[src/rtl/adc_seq_pkg.sv]
package adc_seq_pkg;

  localparam int PM_W = 2;

  typedef enum logic [1:0] {
    SEQ_IDLE  = 2'd0,
    SEQ_FRAME = 2'd1,
    SEQ_GAP   = 2'd2
  } seq_state_t;

  // Power modes with a zero upper bit put the converter to sleep after each
  // conversion, so a wake-up frame must precede the kept one.
  function automatic logic needs_wake(input logic [PM_W-1:0] pm);
    return !pm[PM_W-1];
  endfunction

endpackage

[src/rtl/adc_sclk_div.sv]
module adc_sclk_div #(
  parameter int DIV = 2
) (
  input  logic clk,
  input  logic rst_n,
  input  logic en,
  input  logic clr,
  output logic tick
);
  localparam int CW = (DIV > 1) ? $clog2(DIV) : 1;
  localparam logic [CW-1:0] LAST = CW'(DIV - 1);

  logic [CW-1:0] cnt;

  always_ff @(posedge clk) begin
    if (!rst_n) begin
      cnt <= '0;
    end else if (!en || clr) begin
      cnt <= '0;
    end else if (cnt == LAST) begin
      cnt <= '0;
    end else begin
      cnt <= cnt + 1'b1;
    end
  end

  assign tick = en && !clr && (cnt == LAST);

endmodule

[src/rtl/adc_frame_engine.sv]
module adc_frame_engine #(
  parameter int FRAME_BITS = 16,
  parameter int CTRL_BITS  = 12,
  parameter int KEEP_BITS  = 14,
  parameter int DIV        = 2
) (
  input  logic                 clk,
  input  logic                 rst_n,
  input  logic                 tick,
  input  logic                 start,
  input  logic [CTRL_BITS-1:0] ctrl_word,
  input  logic                 sdo,
  output logic                 sync_n,
  output logic                 sclk,
  output logic                 sdi,
  output logic                 busy,
  output logic                 done,
  output logic [KEEP_BITS-1:0] word
);
  localparam int PHW = $clog2(2 * FRAME_BITS + 1);
  localparam logic [PHW-1:0] PH_END = PHW'(2 * FRAME_BITS);
  localparam logic [PHW-1:0] CTRL_LIM = PHW'(CTRL_BITS);

  logic [PHW-1:0]       ph;
  logic [CTRL_BITS-1:0] sh;
  logic [PHW-1:0]       bit_pos;
  logic                 in_ctrl;

  assign bit_pos = {1'b0, ph[PHW-1:1]};
  assign in_ctrl = (bit_pos < CTRL_LIM);

  // Half-period phase: even phases drop the clock and launch a bit,
  // odd phases raise it and capture the converter's bit.
  always_ff @(posedge clk) begin
    if (!rst_n) begin
      sync_n <= 1'b1;
      sclk   <= 1'b1;
      sdi    <= 1'b0;
      busy   <= 1'b0;
      done   <= 1'b0;
      ph     <= '0;
      sh     <= '0;
      word   <= '0;
    end else begin
      done <= 1'b0;
      if (start) begin
        sync_n <= 1'b0;
        sclk   <= 1'b1;
        sdi    <= 1'b0;
        busy   <= 1'b1;
        ph     <= '0;
        sh     <= ctrl_word;
      end else if (busy && tick) begin
        if (ph == PH_END) begin
          sync_n <= 1'b1;
          busy   <= 1'b0;
          done   <= 1'b1;
          sdi    <= 1'b0;
        end else if (!ph[0]) begin
          sclk <= 1'b0;
          if (in_ctrl) begin
            sdi <= sh[CTRL_BITS-1];
            sh  <= {sh[CTRL_BITS-2:0], 1'b0};
          end else begin
            sdi <= 1'b0;
          end
        end else begin
          sclk <= 1'b1;
          word <= {word[KEEP_BITS-2:0], sdo};
        end
        ph <= ph + 1'b1;
      end
    end
  end

  // Pin-level observers for the frame shape properties.
  logic        sclk_q;
  logic        sync_q;
  logic [7:0]  rise_cnt;
  logic [15:0] hp_cnt;

  always_ff @(posedge clk) begin
    if (!rst_n) begin
      sclk_q   <= 1'b1;
      sync_q   <= 1'b1;
      rise_cnt <= '0;
      hp_cnt   <= '0;
    end else begin
      sclk_q <= sclk;
      sync_q <= sync_n;
      if (sync_q && !sync_n) rise_cnt <= '0;
      else if (!sclk_q && sclk) rise_cnt <= rise_cnt + 1'b1;
      if (sclk_q != sclk) hp_cnt <= '0;
      else if (hp_cnt != 16'hFFFF) hp_cnt <= hp_cnt + 1'b1;
    end
  end

  assert_frame_rises_R1: assert property (@(posedge clk) disable iff (!rst_n)
    $rose(sync_n) |-> (rise_cnt == 8'(FRAME_BITS)));

  assert_sclk_idle_high_R1: assert property (@(posedge clk) disable iff (!rst_n)
    sync_n |-> sclk);

  assert_half_period_R9: assert property (@(posedge clk) disable iff (!rst_n)
    (!sync_n && (sclk_q != sclk) && (sclk || rise_cnt != 8'd0)) |-> (hp_cnt == 16'(DIV - 1)));

endmodule

[src/rtl/adc_seq_ctrl.sv]
module adc_seq_ctrl
  import adc_seq_pkg::*;
#(
  parameter int CTRL_BITS = 12,
  parameter int CHAN_BITS = 2,
  parameter int GAP_W     = 8,
  parameter int DIV       = 2
) (
  input  logic                 clk,
  input  logic                 rst_n,
  input  logic                 req_valid,
  output logic                 req_ready,
  input  logic [PM_W-1:0]      cfg_pm,
  input  logic [CHAN_BITS-1:0] cfg_chan,
  input  logic                 cfg_write,
  input  logic [GAP_W-1:0]     cfg_gap,
  input  logic                 res_pending,
  input  logic                 tick,
  input  logic                 done,
  input  logic                 sync_n,
  output logic                 start,
  output logic [CTRL_BITS-1:0] ctrl_word,
  output logic                 div_en,
  output logic                 capture,
  output logic                 in_wake
);
  localparam int PAD_BITS = CTRL_BITS - 1 - PM_W - CHAN_BITS;
  localparam int GL_W     = GAP_W + 1;

  seq_state_t           state;
  logic [PM_W-1:0]      lat_pm;
  logic [CHAN_BITS-1:0] lat_chan;
  logic                 lat_wr;
  logic [GAP_W-1:0]     lat_gap;
  logic [GL_W-1:0]      gap_left;
  logic [GL_W-1:0]      gap_need;
  logic [GL_W-1:0]      gap_load;
  logic [GAP_W-1:0]     gap_eff;
  logic                 accept;

  assign accept    = req_valid && req_ready;
  assign req_ready = (state == SEQ_IDLE) && !res_pending;
  assign div_en    = (state != SEQ_IDLE);
  assign capture   = (state == SEQ_FRAME) && done && !in_wake;
  assign gap_eff   = (lat_gap == '0) ? GAP_W'(1) : lat_gap;
  assign gap_load  = {gap_eff, 1'b0};
  assign ctrl_word = {(in_wake ? 1'b0 : lat_wr), lat_pm, lat_chan, {PAD_BITS{1'b0}}};

  always_ff @(posedge clk) begin
    if (!rst_n) begin
      state    <= SEQ_IDLE;
      start    <= 1'b0;
      in_wake  <= 1'b0;
      lat_pm   <= '0;
      lat_chan <= '0;
      lat_wr   <= 1'b0;
      lat_gap  <= '0;
      gap_left <= '0;
      gap_need <= '0;
    end else begin
      start <= 1'b0;
      unique case (state)
        SEQ_IDLE: begin
          if (accept) begin
            lat_pm   <= cfg_pm;
            lat_chan <= cfg_chan;
            lat_wr   <= cfg_write;
            lat_gap  <= cfg_gap;
            in_wake  <= needs_wake(cfg_pm);
            start    <= 1'b1;
            state    <= SEQ_FRAME;
          end
        end
        SEQ_FRAME: begin
          if (done) begin
            gap_left <= gap_load - 1'b1;
            gap_need <= gap_load;
            state    <= SEQ_GAP;
          end
        end
        SEQ_GAP: begin
          if (tick) begin
            if (gap_left == '0) begin
              if (in_wake) begin
                in_wake <= 1'b0;
                start   <= 1'b1;
                state   <= SEQ_FRAME;
              end else begin
                state <= SEQ_IDLE;
              end
            end else begin
              gap_left <= gap_left - 1'b1;
            end
          end
        end
        default: state <= SEQ_IDLE;
      endcase
    end
  end

  // Cycles frame-sync has been high, saturating; starts saturated so the
  // first frame after reset is not mistaken for a short gap.
  logic [19:0] high_cnt;
  always_ff @(posedge clk) begin
    if (!rst_n) high_cnt <= '1;
    else if (!sync_n) high_cnt <= '0;
    else if (high_cnt != '1) high_cnt <= high_cnt + 1'b1;
  end

  assert_min_gap_R7: assert property (@(posedge clk) disable iff (!rst_n)
    $fell(sync_n) |-> (high_cnt >= 20'(gap_need) * 20'(DIV)));

  assert_req_blocked_R8: assert property (@(posedge clk) disable iff (!rst_n)
    res_pending |-> !req_ready);

endmodule

[src/rtl/adc_frame_seq.sv]
module adc_frame_seq #(
  parameter int DIV        = 2,
  parameter int FRAME_BITS = 16,
  parameter int CTRL_BITS  = 12,
  parameter int RES_BITS   = 12,
  parameter int CHAN_BITS  = 2,
  parameter int GAP_W      = 8
) (
  input  logic                 clk,
  input  logic                 rst_n,
  input  logic [1:0]           cfg_pm,
  input  logic [CHAN_BITS-1:0] cfg_chan,
  input  logic                 cfg_write,
  input  logic [GAP_W-1:0]     cfg_gap,
  input  logic                 req_valid,
  output logic                 req_ready,
  output logic                 adc_sync_n,
  output logic                 adc_sclk,
  output logic                 adc_sdi,
  input  logic                 adc_sdo,
  output logic                 res_valid,
  input  logic                 res_ready,
  output logic [CHAN_BITS-1:0] res_chan,
  output logic [RES_BITS-1:0]  res_data
);
  localparam int KEEP_BITS = RES_BITS + CHAN_BITS;

  logic                 tick;
  logic                 start;
  logic                 done;
  logic                 busy;
  logic                 div_en;
  logic                 capture;
  logic                 in_wake;
  logic [CTRL_BITS-1:0] ctrl_word;
  logic [KEEP_BITS-1:0] eng_word;

  adc_seq_ctrl #(
    .CTRL_BITS(CTRL_BITS), .CHAN_BITS(CHAN_BITS), .GAP_W(GAP_W), .DIV(DIV)
  ) u_ctrl (
    .clk(clk), .rst_n(rst_n), .req_valid(req_valid), .req_ready(req_ready),
    .cfg_pm(cfg_pm), .cfg_chan(cfg_chan), .cfg_write(cfg_write), .cfg_gap(cfg_gap),
    .res_pending(res_valid), .tick(tick), .done(done), .sync_n(adc_sync_n),
    .start(start), .ctrl_word(ctrl_word), .div_en(div_en), .capture(capture),
    .in_wake(in_wake)
  );

  adc_sclk_div #(.DIV(DIV)) u_div (
    .clk(clk), .rst_n(rst_n), .en(div_en), .clr(start), .tick(tick)
  );

  adc_frame_engine #(
    .FRAME_BITS(FRAME_BITS), .CTRL_BITS(CTRL_BITS), .KEEP_BITS(KEEP_BITS), .DIV(DIV)
  ) u_engine (
    .clk(clk), .rst_n(rst_n), .tick(tick), .start(start), .ctrl_word(ctrl_word),
    .sdo(adc_sdo), .sync_n(adc_sync_n), .sclk(adc_sclk), .sdi(adc_sdi),
    .busy(busy), .done(done), .word(eng_word)
  );

  always_ff @(posedge clk) begin
    if (!rst_n) begin
      res_valid <= 1'b0;
      res_chan  <= '0;
      res_data  <= '0;
    end else if (capture) begin
      res_valid <= 1'b1;
      res_chan  <= eng_word[KEEP_BITS-1:RES_BITS];
      res_data  <= eng_word[RES_BITS-1:0];
    end else if (res_valid && res_ready) begin
      res_valid <= 1'b0;
    end
  end

  // Observers for the wake-frame write bit at the pins.
  logic sclk_q;
  logic sync_q;
  logic first_fall;
  always_ff @(posedge clk) begin
    if (!rst_n) begin
      sclk_q     <= 1'b1;
      sync_q     <= 1'b1;
      first_fall <= 1'b0;
    end else begin
      sclk_q <= adc_sclk;
      sync_q <= adc_sync_n;
      if (sync_q && !adc_sync_n) first_fall <= 1'b1;
      else if (sclk_q && !adc_sclk) first_fall <= 1'b0;
    end
  end

  assert_wake_write_zero_R3: assert property (@(posedge clk) disable iff (!rst_n)
    (in_wake && first_fall && sclk_q && !adc_sclk) |-> !adc_sdi);

  assert_no_overflow_R6: assert property (@(posedge clk) disable iff (!rst_n)
    capture |-> !res_valid);

  assert_result_held_R8: assert property (@(posedge clk) disable iff (!rst_n)
    (res_valid && !res_ready) |=> (res_valid && $stable(res_data) && $stable(res_chan)));

  assert_engine_idle_on_start_R1: assert property (@(posedge clk) disable iff (!rst_n)
    start |-> !busy);

endmodule

[config.mk]
export PLATFORM = sky130hd
export DESIGN_NAME = adc_frame_seq
export DESIGN_NICKNAME = d
export VERILOG_FILES = /design/src/rtl/adc_seq_pkg.sv /design/src/rtl/adc_sclk_div.sv /design/src/rtl/adc_frame_engine.sv /design/src/rtl/adc_seq_ctrl.sv /design/src/rtl/adc_frame_seq.sv
export SDC_FILE = /design/constraint.sdc
export NUM_CORES = 1
export LEC_CHECK = 0
export ABC_CLOCK_PERIOD_IN_PS = 3060
export BUFFER_PORTS_ARGS = -buffer_cell sky130_fd_sc_hd__buf_2
export CORE_MARGIN = 1
export CORE_UTILIZATION = 51
export CTS_CLUSTER_DIAMETER = 150
export CTS_CLUSTER_SIZE = 14
export DETAILED_ROUTE_END_ITERATION = 10
export HOLD_SLACK_MARGIN = 0.12
export PLACE_DENSITY = 0.72
export SETUP_SLACK_MARGIN = 0.1
export SYNTH_ARGS = -nofsm -noshare
export SYNTH_HDL_FRONTEND = slang
export SYNTH_SLANG_ARGS = --single-unit
[constraint.sdc]
create_clock -name clk -period 3.06 [get_ports clk]
set_input_delay 0.612 -clock clk [delete_from_list [all_inputs] [get_ports clk]]
set_output_delay 0.612 -clock clk [all_outputs]
set_load 0.03 [all_outputs]
==> summary by stage <==
STA
Setup repair after global routing left no endpoint under its margin. The number of pins with negative max-slew slack in the final report was 0. The post-route minimum period is ~2300 ps. The measured slew at the worst slew-check pin is around 1100 ps. The top achievable clock speed is 428 MHz. The final-report hold violation count is 0. After routing, the total negative slack on setup checks comes to 0 ps.

Setup violations remaining at the end of the flow were counted as 0. The normalized max-slew margin is 23.1%. The final critical path takes up approximately three quarters of the cycle.

The largest clock skew in the final design is around 12 ps.

Hold path
Along the worst hold path, the cell count comes to 2. The start point of the worst min-delay path is u_ctrl.lat_wr. The worst min-delay path endpoint is u_ctrl.lat_wr. In this run the worst hold path is classified as reg2reg.

Floorplan
In this run the standard cell core region covers about 0.0060 mm^2. The placement row count is 28. From bottom edge to top edge, the die measures about 81 um. The floorplan step set the die width to 81.5 um. The initial core utilization is a little over half. The overall die area is 0.00664 mm^2. 37 I/O pins were placed.

Critical path
On the worst path, the slowest cell contributes a delay of around 730 ps. The worst setup path is of the reg2reg kind. Data on the critical path is required at its endpoint by about 3300 ps. The worst path buffer plus inverter count is 2. The critical path goes through clkinv_1 > buf_4 > ha_1 > nor2b_1 > and3_1 > o31ai_1 > a21oi_1. The startpoint identified for the worst register-to-register timing path is u_engine.ph[0].

The worst register-to-register path ends at u_engine.word[10]. The worst setup path is launched from a flop. The data arrival time of the critical path is 2570 ps. The setup slack on the worst flop-to-flop path is between 700 and 800 ps.

The critical-path cell with the highest stage delay is sky130_fd_sc_hd__dfxtp_1. The worst setup path is captured at a flop. The count of cells along the worst register-to-register path is 7. The cell family contributing the most delay on the critical path is flip-flops. The maximum fanout along the worst path is 20.

Placement
The congestion estimate from routability-driven global placement came to about 0.8. During placement, the flow inserted port buffers numbering 36. The total half-perimeter wirelength after legalization and detailed placement is 4970 um.

CTS
The clock net sink count is 72. The clock tree root buffer cell is sky130_fd_sc_hd__clkbuf_8. The clock tree buffer depth is 2. The insertion delay to the later sink of the worst-skew pair is 350 ps. The clock input transition at the sequential cells of the worst setup and hold paths is 90 ps.

The total setup buffers inserted after CTS is 0. The TritonCTS buffer count is 9. The number of levels the H-tree was split into is 3. The post-cts resize count is 0. TritonCTS built the clock tree.

The number of hold buffers added after CTS was 0.

Power and ir drop
The worst-case IR drop observed on VDD is 0.327 mV. The analysis attributes to cell leakage a power of 1.31 nW. The power share of the combinational group is roughly 6.6%. Of the total power, the share spent switching nets is roughly a quarter. The overall power of the completed layout is 0.00197 W. The part of the power in the clock network is about 44%. The internal power is around 0.0015 W. The total power per unit cell area is roughly 540 mW/mm^2. Of the total power, registers draw between 40% and 50%.

The switching power is around 0.00047 W.

Logic synthesis
The Yosys step of the flow raised 0 warnings. The portion of the post-synthesis area used by sequential elements is between 40% and 50%. When the netlist entered floorplanning its net count stood at 411. The number of cells produced by synthesis is about 400. The most instantiated flip-flop cell in the synthesis netlist is sky130_fd_sc_hd__dfxtp_1. A synthesized cell averages between 8 and 9 um^2. The most common cell in the synthesized netlist is sky130_fd_sc_hd__dfxtp_1. Ranked by instance count, the synthesized netlist is headed by sky130_fd_sc_hd__dfxtp_1, sky130_fd_sc_hd__nand2_1, sky130_fd_sc_hd__a21oi_1.

The top cell type by area accounts for between 40 and 50% of the synthesized area. The flop and latch count out of synthesis is 72. The number of enable flip-flop cells after synthesis is 0. After synthesis the cells add up to approximately 0.0032 mm^2. The synthesized netlist contains between 50 and 60 unique library cells. The proportion of register bits with asynchronous set or reset after synthesis is 0%.

Sorting the synthesized cells by area gives the leading types as sky130_fd_sc_hd__dfxtp_1, sky130_fd_sc_hd__a21oi_1, sky130_fd_sc_hd__nand2_1. The most area-hungry cell type in the Yosys netlist is sky130_fd_sc_hd__dfxtp_1.

Global routing
The first global-routing pass estimated roughly 12000 um of wire. The via count of the first global-routing pass came to between 2000 and 3000. The overflow left after global routing is 0. The pin count of the biggest net entering global routing is 22.

The initial antenna violation count is 0. The global-route total usage across every layer is between 20% and 30%.

Run
Across the run, the number of max-cap violations was 0.

Cells and area
The repair_antennas step left the layout with diodes totalling 0. The post-layout net count is 434. The area growth from synthesis to layout is 12.9%. In the final layout, the share of cells above drive strength 1 is between 10% and 20%.

Route
After detailed routing, the number of vias per cell comes to between 5 and 6. In this run the remaining antenna-violating nets after routing total 0. The total wirelength of the detailed-routed design is around 7200 um. The average routed wire per standard cell is between 10 and 15 um.

The overall via count from detail_route is 2880. For this run, the detailed router's first-pass iteration total came to 4. The count of unresolved DRC violations after routing is 0. The starting DRC count in detailed routing is ~210.

Run status
The run finished with clean final reports.
[power by group through the flow]
stage,clock network (W),logic (W),registers [W]
3_3_place_gp,0,0.000127,0.000999
6_report,0.000857,0.000130,0.000978
4_1_cts,0.000868,0.000131,0.000978
3_5_place_dp,0,0.000129,0.00100
5_1_grt,0.000907,0.000149,0.000981
2_1_floorplan,0,0.0000963,0.000993
[cells by family (layout without fill, tap and decap cells)]
| logic type | after synthesis | count (layout) | share of synthesized area, % |
|---|---|---|---|
| xor gates and xnor gates | 6 | 6 | 1.63 |
| DFF | 72 | 72 | 44.7 |
| and+or+nand+nor | 151 | 151 | 23.3 |
| adders and majority gates | 4 | 4 | 1.55 |
| buffers and inverters | 35 | 63 | 4.39 |
| muxes | 4 | 4 | 1.24 |
| AOI/OAI and AO/OA | 117 | 117 | 23.2 |
[worst reg2reg max path, stage by stage, from the launching register on]
cell and delay [ps]:
sky130_fd_sc_hd__dfxtp_1 730, sky130_fd_sc_hd__clkinv_1 140, sky130_fd_sc_hd__buf_4 220, sky130_fd_sc_hd__ha_1 200, sky130_fd_sc_hd__nor2b_1 140, sky130_fd_sc_hd__and3_1 370
sky130_fd_sc_hd__o31ai_1 310, sky130_fd_sc_hd__a21oi_1 110
[cell type report]
type / count / area [um^2]
clock buffer: 10 / 138
tap: 75 / 93.8
fill: 568 / 2350
inverter: 8 / 30.0
multi-input combinational: 282 / 1640
clock inverter: 6 / 91.3
sequential: 72 / 1440
timing repair buffer: 39 / 203
[registers in the layout, summed over array words and instances, names as in the netlist, 2 cells and up]
signal and count:
u_engine.word 14, res_data 12, u_ctrl.gap_left 9, u_ctrl.lat_gap 8, u_engine.ph 6, u_engine.sh 5, res_chan 2, u_ctrl.lat_chan 2
u_ctrl.lat_pm 2, u_ctrl.state 2
[routing by layer]
metal  vias up  track usage, %  part of all wire [%]
li1       1461               -                     -
met1      1345            30.8                    49
met2        64            38.1                    46
met3        10            5.11                   3.4
met4         0            10.7                   1.7
met5         -               0                     0
[placed cells by master, fill, tap and decap left out, types with 3 or more instances in the layout]
cell	synthesis	routed
sky130_fd_sc_hd__buf_2	2	36
sky130_fd_sc_hd__o31ai_1	17	17
sky130_fd_sc_hd__a21oi_1	57	57
sky130_fd_sc_hd__o21ai_0	12	12
sky130_fd_sc_hd__o21a_1	4	4
sky130_fd_sc_hd__nand3b_1	3	3
sky130_fd_sc_hd__nor4_1	6	6
sky130_fd_sc_hd__inv_1	7	7
sky130_fd_sc_hd__nor2b_1	4	4
sky130_fd_sc_hd__nand2_1	68	68
sky130_fd_sc_hd__dfxtp_1	72	72
sky130_fd_sc_hd__nand4_1	16	16
sky130_fd_sc_hd__ha_1	4	4
sky130_fd_sc_hd__buf_4	0	3
sky130_fd_sc_hd__xnor2_1	4	4
sky130_fd_sc_hd__o22ai_1	5	5
sky130_fd_sc_hd__nor2_1	14	14
sky130_fd_sc_hd__mux2i_1	4	4
sky130_fd_sc_hd__nor3_1	14	14
sky130_fd_sc_hd__nand3_1	5	5
sky130_fd_sc_hd__clkbuf_8	0	10
sky130_fd_sc_hd__nor3b_1	6	6
sky130_fd_sc_hd__a21boi_0	3	3
sky130_fd_sc_hd__nand2b_1	3	3
[metrics by stage]
stage / cell area [um^2] / setup slack (ps) / std cells / utilization (%) / hold slack [ps]
floorplan: 3220 / 767 / 389 / - / 432
global placement: 3410 / 841 / 476 / 56.9 / 439
detailed placement: 3410 / 790 / 476 / 56.9 / 443
CTS: 3640 / 766 / 492 / 60.7 / 453
global route: 3640 / 457 / 492 / 60.7 / 460
finish: 3640 / 724 / 492 / 60.7 / 452
[worst max path at each step]
stage	start	endpoint	slack, ps	depth (start not counted)
after global routing	u_engine.ph[0]	u_engine.word[3]	460	7
after floorplan	u_engine.ph[0]	u_engine.word[6]	770	10
after CTS	u_engine.ph[0]	u_engine.word[10]	770	7
final	u_engine.ph[0]	u_engine.word[10]	720	7
after detailed placement	u_engine.ph[0]	u_engine.word[4]	790	7
after global placement	u_engine.ph[0]	u_engine.word[1]	840	7
Note: power is estimated with default switching activity, not from simulation.
